$ cat src/rtl/mon_tx_pkg.sv
// Shared definitions for the monitor channel transmitter: register
// addresses, interrupt bit positions and the handshake state type.
package mon_tx_pkg;

    localparam int ADDR_W  = 2;
    localparam int IRQ_W   = 2;
    localparam int IRQ_ACK = 0;
    localparam int IRQ_ABT = 1;

    localparam logic [ADDR_W-1:0] ADDR_DATA = 2'd0;
    localparam logic [ADDR_W-1:0] ADDR_CTRL = 2'd1;
    localparam logic [ADDR_W-1:0] ADDR_IEN  = 2'd2;
    localparam logic [ADDR_W-1:0] ADDR_STAT = 2'd3;

    typedef enum logic [2:0] {
        ST_IDLE,   // no transfer, MX inactive
        ST_WAIT,   // byte announced, waiting for acknowledge
        ST_HOLD,   // byte acknowledged, waiting for host
        ST_NEW,    // one inactive MX frame announcing a new byte
        ST_END     // MX forced inactive, closing the transfer
    } mtx_state_e;

endpackage

$ cat src/rtl/mon_tx_mr_det.sv
// Acknowledge-bit watcher. Keeps the MR value sampled at the previous
// frame strobe and flags an active-going edge or a second inactive frame.
// Assumes rx_mr is stable around the frame strobe.
module mon_tx_mr_det (
    input  logic clk,
    input  logic rst_n,
    input  logic frame_stb,
    input  logic rx_mr,
    output logic ack_edge,
    output logic idle2
);

    logic mr_prev;

    // Keep the MR value of the previous frame (reset as inactive).
    always_ff @(posedge clk) begin
        if (!rst_n)
            mr_prev <= 1'b1;
        else if (frame_stb)
            mr_prev <= rx_mr;
    end

    // Flag inactive-to-active and inactive-twice at this frame.
    always_comb begin
        ack_edge = frame_stb && !rx_mr && mr_prev;
        idle2    = frame_stb && rx_mr && mr_prev;
    end

endmodule

$ cat src/rtl/mon_tx_fsm.sv
// Handshake sequencer. Advances only on frame strobes. It drives MX,
// recognises acknowledge and abort, and closes a transfer after MX has
// been inactive for END_FRAMES frames and MR is inactive.
// Assumes ack_edge and idle2 are qualified by the frame strobe.
module mon_tx_fsm
    import mon_tx_pkg::*;
#(
    parameter int END_FRAMES = 2
) (
    input  logic clk,
    input  logic rst_n,
    input  logic frame_stb,
    input  logic rx_mr,
    input  logic ack_edge,
    input  logic idle2,
    input  logic xmit_en,
    input  logic pend,
    output logic tx_mx,
    output logic active,
    output logic byte_lock,
    output logic pend_clr,
    output logic ev_ack,
    output logic ev_abort
);

    localparam int CNT_W = $clog2(END_FRAMES + 1);
    localparam logic [CNT_W-1:0] CNT_LAST = CNT_W'(END_FRAMES - 1);

    mtx_state_e       state, nxt;
    logic [CNT_W-1:0] cnt, cnt_nxt;
    logic             seen, seen_nxt;
    logic             take;

    // Next-state decision, evaluated only when a frame strobe arrives.
    always_comb begin
        nxt      = state;
        cnt_nxt  = cnt;
        ev_ack   = 1'b0;
        ev_abort = 1'b0;
        take     = 1'b0;
        if (frame_stb) begin
            case (state)
                ST_IDLE: if (xmit_en && pend) begin
                    nxt  = ST_WAIT;
                    take = 1'b1;
                end
                ST_WAIT: if (seen && idle2) begin
                    ev_abort = 1'b1;
                    nxt      = ST_END;
                end else if (ack_edge) begin
                    ev_ack = 1'b1;
                    nxt    = ST_HOLD;
                end else if (!xmit_en) begin
                    nxt = ST_END;
                end
                ST_HOLD: if (seen && idle2) begin
                    ev_abort = 1'b1;
                    nxt      = ST_END;
                end else if (!xmit_en) begin
                    nxt = ST_END;
                end else if (pend) begin
                    nxt  = ST_NEW;
                    take = 1'b1;
                end
                ST_NEW: nxt = ST_WAIT;
                ST_END: if (cnt == CNT_LAST && rx_mr) begin
                    nxt = ST_IDLE;
                end else if (cnt != CNT_LAST) begin
                    cnt_nxt = cnt + 1'b1;
                end
                default: nxt = ST_IDLE;
            endcase
            if (nxt == ST_END && state != ST_END)
                cnt_nxt = '0;
        end
    end

    // Remember that this transfer has had an acknowledge (arms abort).
    always_comb begin
        seen_nxt = seen;
        if (ev_ack)
            seen_nxt = 1'b1;
        if (nxt == ST_IDLE)
            seen_nxt = 1'b0;
    end

    // State, counter, arming flag and registered MX output.
    always_ff @(posedge clk) begin
        if (!rst_n) begin
            state <= ST_IDLE;
            cnt   <= '0;
            seen  <= 1'b0;
            tx_mx <= 1'b1;
        end else begin
            state <= nxt;
            cnt   <= cnt_nxt;
            seen  <= seen_nxt;
            tx_mx <= (nxt != ST_WAIT) && (nxt != ST_HOLD);
        end
    end

    // Status outputs toward the register block.
    always_comb begin
        active    = (state != ST_IDLE);
        byte_lock = (state == ST_WAIT) || (state == ST_NEW);
        pend_clr  = take || ev_abort;
    end

endmodule

$ cat src/rtl/mon_tx_regs.sv
// Host register block: data byte with pending flag, transmit enable,
// interrupt enable, and sticky status that a read clears.
// Assumes event pulses last one cycle; a set wins over a same-cycle clear.
module mon_tx_regs
    import mon_tx_pkg::*;
#(
    parameter int DATA_W = 8
) (
    input  logic              clk,
    input  logic              rst_n,
    input  logic              host_wr,
    input  logic              host_rd,
    input  logic [ADDR_W-1:0] host_addr,
    input  logic [DATA_W-1:0] host_wdata,
    input  logic              byte_lock,
    input  logic              pend_clr,
    input  logic              ev_ack,
    input  logic              ev_abort,
    input  logic              active,
    output logic [DATA_W-1:0] tx_byte,
    output logic              xmit_en,
    output logic              pend,
    output logic [IRQ_W-1:0]  irq_stat,
    output logic              irq,
    output logic [DATA_W-1:0] host_rdata
);

    logic             data_wr;
    logic [IRQ_W-1:0] ien;
    logic [IRQ_W-1:0] ev_vec;
    logic             stat_rd;

    // Decode accepted writes and the status read.
    always_comb begin
        data_wr = host_wr && (host_addr == ADDR_DATA) && !byte_lock;
        stat_rd = host_rd && (host_addr == ADDR_STAT);
        ev_vec  = '0;
        ev_vec[IRQ_ACK] = ev_ack;
        ev_vec[IRQ_ABT] = ev_abort;
    end

    // Byte register and its pending-announcement flag.
    always_ff @(posedge clk) begin
        if (!rst_n) begin
            tx_byte <= '0;
            pend    <= 1'b0;
        end else begin
            if (data_wr)
                tx_byte <= host_wdata;
            if (pend_clr)
                pend <= 1'b0;
            else if (data_wr)
                pend <= 1'b1;
        end
    end

    // Control and interrupt-enable registers.
    always_ff @(posedge clk) begin
        if (!rst_n) begin
            xmit_en <= 1'b0;
            ien     <= '0;
        end else if (host_wr) begin
            if (host_addr == ADDR_CTRL)
                xmit_en <= host_wdata[0];
            if (host_addr == ADDR_IEN)
                ien <= host_wdata[IRQ_W-1:0];
        end
    end

    // Sticky status: events set, a status read clears.
    always_ff @(posedge clk) begin
        if (!rst_n)
            irq_stat <= '0;
        else
            irq_stat <= (stat_rd ? '0 : irq_stat) | ev_vec;
    end

    // Interrupt request and read-data mux.
    always_comb begin
        irq        = |(irq_stat & ien);
        host_rdata = '0;
        case (host_addr)
            ADDR_DATA: host_rdata = tx_byte;
            ADDR_CTRL: host_rdata[1:0] = {active, xmit_en};
            ADDR_IEN:  host_rdata[IRQ_W-1:0] = ien;
            default:   host_rdata[IRQ_W-1:0] = irq_stat;
        endcase
    end

endmodule

$ cat src/rtl/mon_tx.sv
// Monitor channel byte transmitter top. Joins the MR watcher, the
// handshake sequencer and the host register block.
// Assumes frame_stb is a single-cycle pulse per frame.
module mon_tx
    import mon_tx_pkg::*;
#(
    parameter int DATA_W     = 8,
    parameter int END_FRAMES = 2
) (
    input  logic              clk,
    input  logic              rst_n,
    input  logic              frame_stb,
    input  logic              rx_mr,
    output logic              tx_mx,
    output logic [DATA_W-1:0] tx_byte,
    input  logic              host_wr,
    input  logic              host_rd,
    input  logic [1:0]        host_addr,
    input  logic [DATA_W-1:0] host_wdata,
    output logic [DATA_W-1:0] host_rdata,
    output logic              irq
);

    logic             ack_edge, idle2;
    logic             xmit_en, pend, active, byte_lock, pend_clr;
    logic             ev_ack, ev_abort;
    logic [IRQ_W-1:0] irq_stat;

    mon_tx_mr_det u_mr (
        .clk       (clk),
        .rst_n     (rst_n),
        .frame_stb (frame_stb),
        .rx_mr     (rx_mr),
        .ack_edge  (ack_edge),
        .idle2     (idle2)
    );

    mon_tx_fsm #(.END_FRAMES(END_FRAMES)) u_fsm (
        .clk       (clk),
        .rst_n     (rst_n),
        .frame_stb (frame_stb),
        .rx_mr     (rx_mr),
        .ack_edge  (ack_edge),
        .idle2     (idle2),
        .xmit_en   (xmit_en),
        .pend      (pend),
        .tx_mx     (tx_mx),
        .active    (active),
        .byte_lock (byte_lock),
        .pend_clr  (pend_clr),
        .ev_ack    (ev_ack),
        .ev_abort  (ev_abort)
    );

    mon_tx_regs #(.DATA_W(DATA_W)) u_regs (
        .clk        (clk),
        .rst_n      (rst_n),
        .host_wr    (host_wr),
        .host_rd    (host_rd),
        .host_addr  (host_addr),
        .host_wdata (host_wdata),
        .byte_lock  (byte_lock),
        .pend_clr   (pend_clr),
        .ev_ack     (ev_ack),
        .ev_abort   (ev_abort),
        .active     (active),
        .tx_byte    (tx_byte),
        .xmit_en    (xmit_en),
        .pend       (pend),
        .irq_stat   (irq_stat),
        .irq        (irq),
        .host_rdata (host_rdata)
    );

endmodule

$ cat config.mk
export PLATFORM = sky130hd
export DESIGN_NAME = mon_tx
export DESIGN_NICKNAME = d
export VERILOG_FILES = /design/src/rtl/mon_tx_pkg.sv /design/src/rtl/mon_tx_mr_det.sv /design/src/rtl/mon_tx_fsm.sv /design/src/rtl/mon_tx_regs.sv /design/src/rtl/mon_tx.sv
export SDC_FILE = /design/constraint.sdc
export NUM_CORES = 1
export LEC_CHECK = 0
export ABC_AREA = 1
export BUFFER_PORTS_ARGS = -buffer_cell sky130_fd_sc_hd__buf_2
export CORE_MARGIN = 5
export CORE_UTILIZATION = 30
export CTS_BUF_LIST = sky130_fd_sc_hd__clkbuf_8
export DETAILED_ROUTE_END_ITERATION = 8
export PLACE_DENSITY = 0.56
export SLEW_MARGIN = 10
export SYNTH_ARGS = -nofsm -noshare
export SYNTH_HDL_FRONTEND = slang
export SYNTH_HIERARCHICAL = 1
export SYNTH_SLANG_ARGS = --single-unit
$ cat constraint.sdc
create_clock -name clk -period 1.9 [get_ports clk]
set_input_delay 0.19 -clock clk [delete_from_list [all_inputs] [get_ports clk]]
set_output_delay 0.19 -clock clk [all_outputs]
set_load 0.01 [all_outputs]
# == After elaboration in Yosys (flattened, before gate mapping) ==
# Index checks and enable logic that the tools add are counted.
# totals
ff_bits,22
wordCells,88
# op_classes
addsub,1
eq_ne,14
n_mux,31
n_bitwise,3
n_reduce_logical,29
# ops
operator,n
2-to-1 mux 3 bit,10
one-hot mux 3 bit (5 select lines),1
logical AND 1 bit,12
2-to-1 mux 1 bit,12
2-to-1 mux 2 bit,5
OR reduction 2 bit,4
== test 3 x 2 -> 1 bit (second input constant),2
== test 3 bit (second input constant),2
logical NOT 3 bit,2
2-to-1 mux 6 bit,1
one-hot mux 2 bit (3 select lines),1
== test 2 x 1 -> 1 bit (second input constant),2
== test 2 bit (second input constant),2
AND reduction 2 bit,2
AND reduction 4 bit,1
nonzero test 2 bit,2
== test 3 x 1 -> 1 bit (second input constant),1
!= test 3 x 1 -> 1 bit (second input constant),1
!= test 3 x 2 -> 1 bit (second input constant),1
!= test 3 bit (second input constant),1
nonzero test 3 bit,1
adder 2 x 1 -> 2 bit (second input constant),1
AND 2 bit,1
logical NOT 1 bit,2
7 further kinds,8

# == Depth between registers and ports, before layout ==
# Gate-level depths: netlist of the first run.
# logic_depth
depth_word,11
depth_mapped,11

# == By module ==
# Netlist of the first run, hierarchy kept.
# modules_own_cells
module,instances,cells_each,area_per_inst_um2
mon_tx_regs,1,109,737.0
mon_tx_fsm,1,91,539.3
mon_tx_mr_det,1,9,53.8

# == Least setup slack after synthesis of the first run ==
# OpenSTA, ideal clock, no wires.
# synth_path
kind,reg2reg
start,reg u_mr.mr_prev
end,reg u_regs.pend
arrival_ns,1.213
required_ns,1.836
setup_slack_ns,0.623
stages_incl_launch_ff,10
n_path_buf,0
period_less_slack_ns,1.277
path_cell_list,dfxtp_1 inv_1 nor2_2 nand2_1 inv_1 nor2_1 nand2_1 a31oi_1 or2_2 nor2_1
# synth_via
elab_chain_len,7
# synth_rtl
element,line,text
from (decl),mon_tx_mr_det.sv:13,logic mr_prev;
from (signal assigned),mon_tx_mr_det.sv:20,mr_prev <= rx_mr;
logical AND 1 bit (*),mon_tx_mr_det.sv:26,idle2 = frame_stb && rx_mr && mr_prev;
named net idle2,mon_tx.sv:24,"logic ack_edge, idle2;"
logical AND 1 bit (*),"mon_tx_fsm.sv:47, mon_tx_fsm.sv:56",
"2-to-1 mux 1 bit, on equally long branches","mon_tx_fsm.sv:56, mon_tx_fsm.sv:47",
one-hot mux 1 bit (2 select lines) or 2-to-1 mux 1 bit (tied branches),n/a,
2-to-1 mux 1 bit,mon_tx_fsm.sv:41,if (frame_stb) begin
logical OR 1 bit (*),mon_tx_fsm.sv:106,pend_clr = take || ev_abort;
named net pend_clr,mon_tx.sv:25,"logic xmit_en, pend, active, byte_lock, pend_clr;"
OR reduction 2 bit (no line) (*),n/a,
to (signal assigned),mon_tx_regs.sv:46,pend <= 1'b0;
to (signal assigned),mon_tx_regs.sv:51,pend <= 1'b0;
to (signal assigned),mon_tx_regs.sv:53,pend <= 1'b1;
to (decl),mon_tx_regs.sv:22,"output logic pend,"
# The timed path passes the listed nets; every way through them passes the cells marked *.
# A chain may end at the register's enable or synchronous reset.

# == Final worst setup path of the first run ==
# layout_path
start,reg u_fsm.state[1]
end,out host_rdata[1]
# layout_via
elab_chain_len,2
# layout_rtl
element,line,text
from (decl),mon_tx_fsm.sv:29,"mtx_state_e state, nxt;"
from (signal assigned),mon_tx_fsm.sv:95,state <= nxt;
nonzero test 3 bit,mon_tx_fsm.sv:104,active = (state != ST_IDLE);
named net active,mon_tx.sv:25,
one-hot mux 2 bit (3 select lines),mon_tx_regs.sv:82,case (host_addr)
to (decl),mon_tx.sv:20,"output logic [DATA_W-1:0] host_rdata,"
# The timed path passes the listed nets, and every way through them passes these cells.

==> summary.log, run 1 <==
[outcome] run status finished clean
[clock_network] Hold Buf Count CTS 0
[timing] setup repair after global routing missed its margin false
[cells_and_area] area occupied by multi-input gates 703 um2
[logic_synthesis] Avg Synthesized Cell Area 6.36 um2
[placement] Port-buffer cells 33
[cells_and_area] fill cell instance count of the final layout 481
[logic_synthesis] sequential-to-total area share from yosys stat 0.331
[timing] transition time at the pin with the least slew margin 0.322 ns
[timing] ratio of final minimum period to clock period 0.777
[die] Starting Density 0.308
[die] Core Footprint 0.00432 mm2
[timing] worst clock skew 0.00447 ns
[worst_setup_path] crit path kind reg2out
[cells_and_area] area growth from synthesis to final layout 19.1%
[placement] Placed Cells incl. Taps 288
[global_routing] grt total ovfl 0
[worst_setup_path] CP Cell Sequence nor2_1, nand2_1, nand3_1, nand4_1, buf_2
[timing] number of pins exceeding their max-slew limit in the final report 0
[cells_and_area] ratio of cells with drive above 1 in the final layout 0.225
[global_routing] GRT Total Usage 0.107
[timing] number of setup violations in the final report 0
[drt] number of optimization iterations in the first detailed-route pass 4
[global_routing] initial antenna violation count 0
[drt] mean routed wirelength per cell 10.5 um
[power_and_ir_drop] Max VDD drop 0.000625 V
[clock_network] CTS tree built
[logic_synthesis] nets in the synthesized netlist 226
[logic_synthesis] register bit total from synthesis 22
[drt] total via count in the routed design 1,350
[cells_and_area] Final Net Count 258
[timing] worst slew margin relative to its limit 0.785
[die] row cnt 24
[worst_setup_path] cell with the biggest individual delay on the critical path sky130_fd_sc_hd__dfxtp_1
[placement] half-perimeter wire length after detailed placement 2400 um
[clock_network] clk root buf sky130_fd_sc_hd__clkbuf_8
[clock_network] number of buffers created by CTS 3
[timing] Tmin final 1.48 ns
[timing] final-report hold violation count 0
[clock_network] number of gates resized after cts 0
[worst_setup_path] element type at the critical path end output port
[drt] post-detailed-route via-to-cell ratio 4.62
[drt] post-route antenna net violation count 0
[die] Ports 34
[job] max cap viols 0
[cells_and_area] Sequential cell area 440 um2
[drt] DRC violation total after the first TritonRoute iteration 52
[clock_network] H-tree level count 1
[power_and_ir_drop] leakage power of the design 0.801 nW
[timing] fmax 677 MHz
[worst_setup_path] worst path arrival time 1.29 ns
[clock_network] clock transition at the register clock pins on the worst setup and hold paths after CTS 0.08 ns
[worst_setup_path] CP Launch Type flip-flop
[power_and_ir_drop] areal power density over the cells 710 mW/mm2
[clock_network] number of buffers inserted to repair setup after CTS 0
[timing] Total Neg Setup Slack 0 ns
[drt] remaining design rule violation count 0
[worst_setup_path] Worst path max stage delay 0.51 ns
[drt] total length of routed wires 3070 um
[placement] final RePlAce weighted congestion 0.812
[die] Die Area 0.00587 mm2
[logic_synthesis] Synth cell types 26
[logic_synthesis] cell area after synthesis 0.00133 mm2
[logic_synthesis] yosys warns 6
[worst_setup_path] maximum fanout count along the critical path 7
[global_routing] pin count of the biggest net entering global routing 21
[cells_and_area] non-filler cells, final 292
[worst_setup_path] worst endpoint required time 1.71 ns
[global_routing] first-pass GRT wire length 5420 um
[clock_network] clock latency of the later-clocked register in the worst-skew pair 0.26 ns
[logic_synthesis] Post-Synthesis Cells 209
[clock_network] number of buffers on the longest clock path 2
[global_routing] vias in the first global route 1,290
[hold_path] worst min-delay path category in2reg
[cells_and_area] antenna cells 0
[clock_network] clock net sink count 22
[cells_and_area] final core utilization 0.366
[die] chip height 76.6 um
[die] overall die width 76.6 um
==> layer usage <==
layer,vias up,track usage,part of all wire
met3,2,0.0343,0.057
met2,24,0.186,0.46
met1,595,0.132,0.48
li1,729,-,-
met4,0,0.0140,0.0046
met5,-,0,0
==> cell type report <==
class | instances | area share
clock inverter | 1 | 0.0190
inverter | 35 | 0.0829
multi-input combinational | 145 | 0.444
sequential | 22 | 0.278
clock buffer | 3 | 0.0261
timing repair buffer | 34 | 0.109
tap | 52 | 0.0411
==> cell usage after synthesis, drive strengths merged <==
cell type  instances  share of area
nand2             40           0.12
nor2              37           0.12
inv               34          0.096
nand3             30           0.12
dfxtp             22           0.33
a21oi             18          0.068
buf                7          0.041
nand4              7          0.033
o21ai              5          0.024
or2                3          0.014
a22o               1         0.0066
a31oi              1         0.0047
clkinv             1         0.0028
ha                 1         0.0094
nand3b             1         0.0056
o211ai             1         0.0094
==> sequential cells by signal (all words and copies together), names as in the netlist <==
name,flops
u_regs/tx_byte,8
u_fsm/tx_mx,1
u_fsm/state,3
u_mr/mr_prev,1
u_regs/pend,1
u_fsm/seen,1
u_regs/irq_stat,2
u_fsm/cnt,2
u_regs/xmit_en,1
u_regs/ien,2
==> power breakdown <==
part | internal [W] | leakage, nW | total, W | switching, W
combinational | 0.0000741 | 0.586 | 0.000194 | 0.000120
sequential | 0.000484 | 0.180 | 0.000504 | 0.0000204
clock | 0.000281 | 0.0357 | 0.000426 | 0.000145
total | 0.000839 | 0.801 | 0.00112 | 0.000286
==> cells by family (layout without fill, tap and decap cells) <==
kind of cell / after synthesis / in the layout / synth area share
compound gates: 26 / 26 / 0.113
buf+inv: 42 / 73 / 0.140
flops: 22 / 22 / 0.331
simple gates: 118 / 118 / 0.406
fa+ha+maj: 1 / 1 / 0.00941
==> stage by stage <==
stage / area [um2] / setup slack (ns) / power (W) / hold slack [ns]
finish: 1580 / 0.423 / 0.00112 / 0.219
global route: 1580 / 0.303 / 0.00120 / 0.222
CTS: 1580 / 0.395 / 0.00115 / 0.207
detailed placement: 1510 / 0.357 / 0.000712 / 0.477
global placement: 1510 / 0.409 / 0.000710 / 0.473
floorplan: 1330 / 0.623 / 0.000658 / 0.274
==> cells in the final DEF, fill, tap and decap left out, types with 2 or more instances in the layout <==
master	netlist	routed
sky130_fd_sc_hd__or2_2	2	2
sky130_fd_sc_hd__nand2_2	2	2
sky130_fd_sc_hd__nand2_1	38	38
sky130_fd_sc_hd__inv_2	5	5
sky130_fd_sc_hd__nor2_2	2	2
sky130_fd_sc_hd__o21ai_0	2	2
sky130_fd_sc_hd__nand4_1	7	7
sky130_fd_sc_hd__nand3_1	29	29
sky130_fd_sc_hd__o21ai_2	2	2
sky130_fd_sc_hd__dfxtp_1	22	22
sky130_fd_sc_hd__nor2_1	34	34
sky130_fd_sc_hd__buf_2	2	33
sky130_fd_sc_hd__a21oi_1	18	18
sky130_fd_sc_hd__clkbuf_8	0	3
sky130_fd_sc_hd__inv_1	29	29
==> worst max-delay path, delay by kind of cell (launching register included) <==
family	cells	cell delay (ns)
buffers and inverters	1	0.13
flip-flops	1	0.51
AND/OR/NAND/NOR	4	0.38
==> path summary, 6_finish.rpt <==
path | from | endpoint | slack (ns) | depth (start not counted)
setup / recovery | u_fsm/state[1] | host_rdata[1] | 0.42 | 5
setup reg to reg | u_fsm/state[0] | u_fsm/tx_mx | 0.48 | 9
hold / removal | rx_mr | u_mr/mr_prev | 0.22 | 3
hold reg to reg | u_fsm/cnt[0] | u_fsm/cnt[0] | 0.49 | 2
(Power assumes the default switching activity.)
==> run 2, diff against run 1 <==
--- a/config.mk
+++ b/config.mk
@@ -11,7 +11,7 @@
 export CORE_UTILIZATION = 30
 export CTS_BUF_LIST = sky130_fd_sc_hd__clkbuf_8
 export DETAILED_ROUTE_END_ITERATION = 8
-export PLACE_DENSITY = 0.56
+export PLACE_DENSITY = 0.58
 export SLEW_MARGIN = 10
 export SYNTH_ARGS = -nofsm -noshare
 export SYNTH_HDL_FRONTEND = slang
==> constraint.sdc (replaced) <==
create_clock -name clk -period 1.2 [get_ports clk]
set_input_delay 0.12 -clock clk [delete_from_list [all_inputs] [get_ports clk]]
set_output_delay 0.12 -clock clk [all_outputs]
set_load 0.01 [all_outputs]
==> summary.log, run 2 (synthesis gave the netlist of run 1 again) <==
[drt] total length of routed wires 3810 um
[cells_and_area] max FFs per register 8
[worst_setup_path] element type at the critical path end output port
[clock_network] clock transition at the register clock pins on the worst setup and hold paths after CTS 0.09 ns
[worst_setup_path] worst setup path start u_fsm/state[0]
[cells_and_area] cell area after layout 0.00205 mm2
[clock_network] clk root buf sky130_fd_sc_hd__clkbuf_8
[die] Starting Density 0.308
[clock_network] number of buffers on the longest clock path 2
[die] Core Footprint 0.00432 mm2
[cells_and_area] registers with the highest flip-flop counts u_regs/tx_byte (8), u_fsm/state (3)
[timing] final setup margin -0.158 ns
[timing] transition time at the pin with the least slew margin 0.217 ns
[global_routing] first-pass GRT wire length 6230 um
[clock_network] number of buffers created by CTS 3
[timing] fmax 736 MHz
[global_routing] vias in the first global route 1,441
[power_and_ir_drop] leakage power of the design 0.991 nW
[worst_setup_path] worst path arrival time 1.24 ns
[drt] post-route antenna net violation count 0
[worst_setup_path] start of the worst register-to-register path u_fsm/state[0]
[die] Die Area 0.00587 mm2
[cells_and_area] ratio of cells with drive above 1 in the final layout 0.440
[timing] number of pins exceeding their max-slew limit in the final report 0
[drt] mean routed wirelength per cell 11.7 um
[placement] final RePlAce weighted congestion 0.918
[die] overall die width 76.6 um
[power_and_ir_drop] Max VDD drop 0.000607 V
[hold_path] hold worst-path end u_regs/ien[1]
[timing] worst clock skew 0.00454 ns
[outcome] run status finished, violations left
[worst_setup_path] worst endpoint required time 1.08 ns
[job] max cap viols 0
[drt] post-detailed-route via-to-cell ratio 4.64
[cells_and_area] fill cell instance count of the final layout 453
[worst_setup_path] CP Launch Type flip-flop
[placement] Port-buffer cells 33
[clock_network] clock net sink count 22
[drt] DRC violation total after the first TritonRoute iteration 50
[hold_path] worst min-delay path category in2reg
[placement] standard cell area after detailed placement 0.00174 mm2
[hold_path] hold path start host_wdata[1]
[worst_setup_path] depth of the worst register-to-register path 9
[worst_setup_path] setup slack of the most critical reg-to-reg path -0.16 ns
[drt] number of optimization iterations in the first detailed-route pass 4
[power_and_ir_drop] areal power density over the cells 978 mW/mm2
[global_routing] pin count of the biggest net entering global routing 21
[global_routing] initial antenna violation count 0
[worst_setup_path] worst flop-to-flop path endpoint u_fsm/tx_mx
[timing] Total Neg Setup Slack -0.711 ns
[worst_setup_path] maximum fanout count along the critical path 5
[clock_network] CTS tree built
[global_routing] grt total ovfl 0
[timing] worst slew margin relative to its limit 0.855
[cells_and_area] antenna cells 0
[cells_and_area] area growth from synthesis to final layout 53.8%
[timing] final-report hold violation count 0
[hold_path] number of instances on the worst hold path 3
[drt] total via count in the routed design 1,518
[timing] number of setup violations in the final report 8
[timing] Tmin final 1.36 ns
[cells_and_area] register bank with the most flops u_regs/tx_byte
[timing] ratio of final minimum period to clock period 1.13
[placement] half-perimeter wire length after detailed placement 2620 um
[clock_network] clock latency of the later-clocked register in the worst-skew pair 0.27 ns
[cells_and_area] Final Net Count 293
[die] row cnt 24
[drt] remaining design rule violation count 0
[outcome] violations in the final reports setup timing
[cells_and_area] leading cell type in the layout, fill and taps excluded sky130_fd_sc_hd__nand2_1
[clock_network] Hold Buf Count CTS 0
[global_routing] GRT Total Usage 0.124
[worst_setup_path] crit path kind reg2out
[die] Ports 34
[clock_network] H-tree level count 1
[die] chip height 76.6 um
[timing] setup repair after global routing missed its margin true
[cells_and_area] top library cells by usage in the layout, fill and taps aside 34 x sky130_fd_sc_hd__nand2_1, 33 x sky130_fd_sc_hd__buf_2, 27 x sky130_fd_sc_hd__buf_4, 27 x sky130_fd_sc_hd__nor2_1
[run 2: final cells by class]
class | instances | area [um2] | share of cell area
clock buffer | 3 | 41.3 | 0.0202
clock inverter | 1 | 30.0 | 0.0147
inverter | 35 | 136 | 0.0667
multi-input combinational | 147 | 842 | 0.412
sequential | 22 | 458 | 0.224
tap | 52 | 65.1 | 0.0318
timing repair buffer | 67 | 473 | 0.231
[run 2: critical path, stage by stage (launching register included)]
cell and delay [ns]:
sky130_fd_sc_hd__dfxtp_4 0.38, sky130_fd_sc_hd__nor2_4 0.15, sky130_fd_sc_hd__buf_6 0.12, sky130_fd_sc_hd__nand2_4 0.04, sky130_fd_sc_hd__nand3_2 0.06, sky130_fd_sc_hd__nand4_1 0.08
sky130_fd_sc_hd__buf_2 0.15
[run 2: where the power goes]
| part | switching [W] | internal [W] |
|---|---|---|
| Combinational | 0.000258 | 0.000232 |
| Sequential | 0.0000338 | 0.000764 |
| Clock | 0.000267 | 0.000446 |
[run 2: per-layer routing]
layer / vias up / global-route usage / routed length, um
met1: 676 / 0.153 / 1670
li1: 798 / - / -
met2: 35 / 0.208 / 1870
met3: 9 / 0.0343 / 198
met4: 0 / 0.0350 / 76
met5: - / 0 / 0
[run 2: through the flow]
stage	utilization	hold WS, ns	power, W	std cells	setup WS, ns
after global placement	0.402	0.428	0.00120	314	-0.169
after CTS	0.448	0.127	0.00198	324	-0.133
after floorplan	-	0.204	0.00104	209	0.000331
final	0.473	0.132	0.00200	327	-0.158
after global routing	0.473	0.140	0.00211	327	-0.232
after detailed placement	0.402	0.423	0.00120	314	-0.179
[run 2: what timing repair did]
item,4_1_cts,5_1_grt
gates resized for setup,27,20
endpoints found under the setup margin,19,20
pin swaps,10,10
buffers inserted,5,2
cloned,1,1
[run 2: how the worst max path moves through the flow]
stage	end	slack, ns	depth (start not counted)
after floorplan	u_fsm/tx_mx	0.0003	9
after global placement	u_fsm/tx_mx	-0.17	9
after detailed placement	u_fsm/cnt[1]	-0.18	7
after CTS	u_fsm/tx_mx	-0.13	9
after global routing	host_rdata[1]	-0.23	6
final	host_rdata[1]	-0.16	6
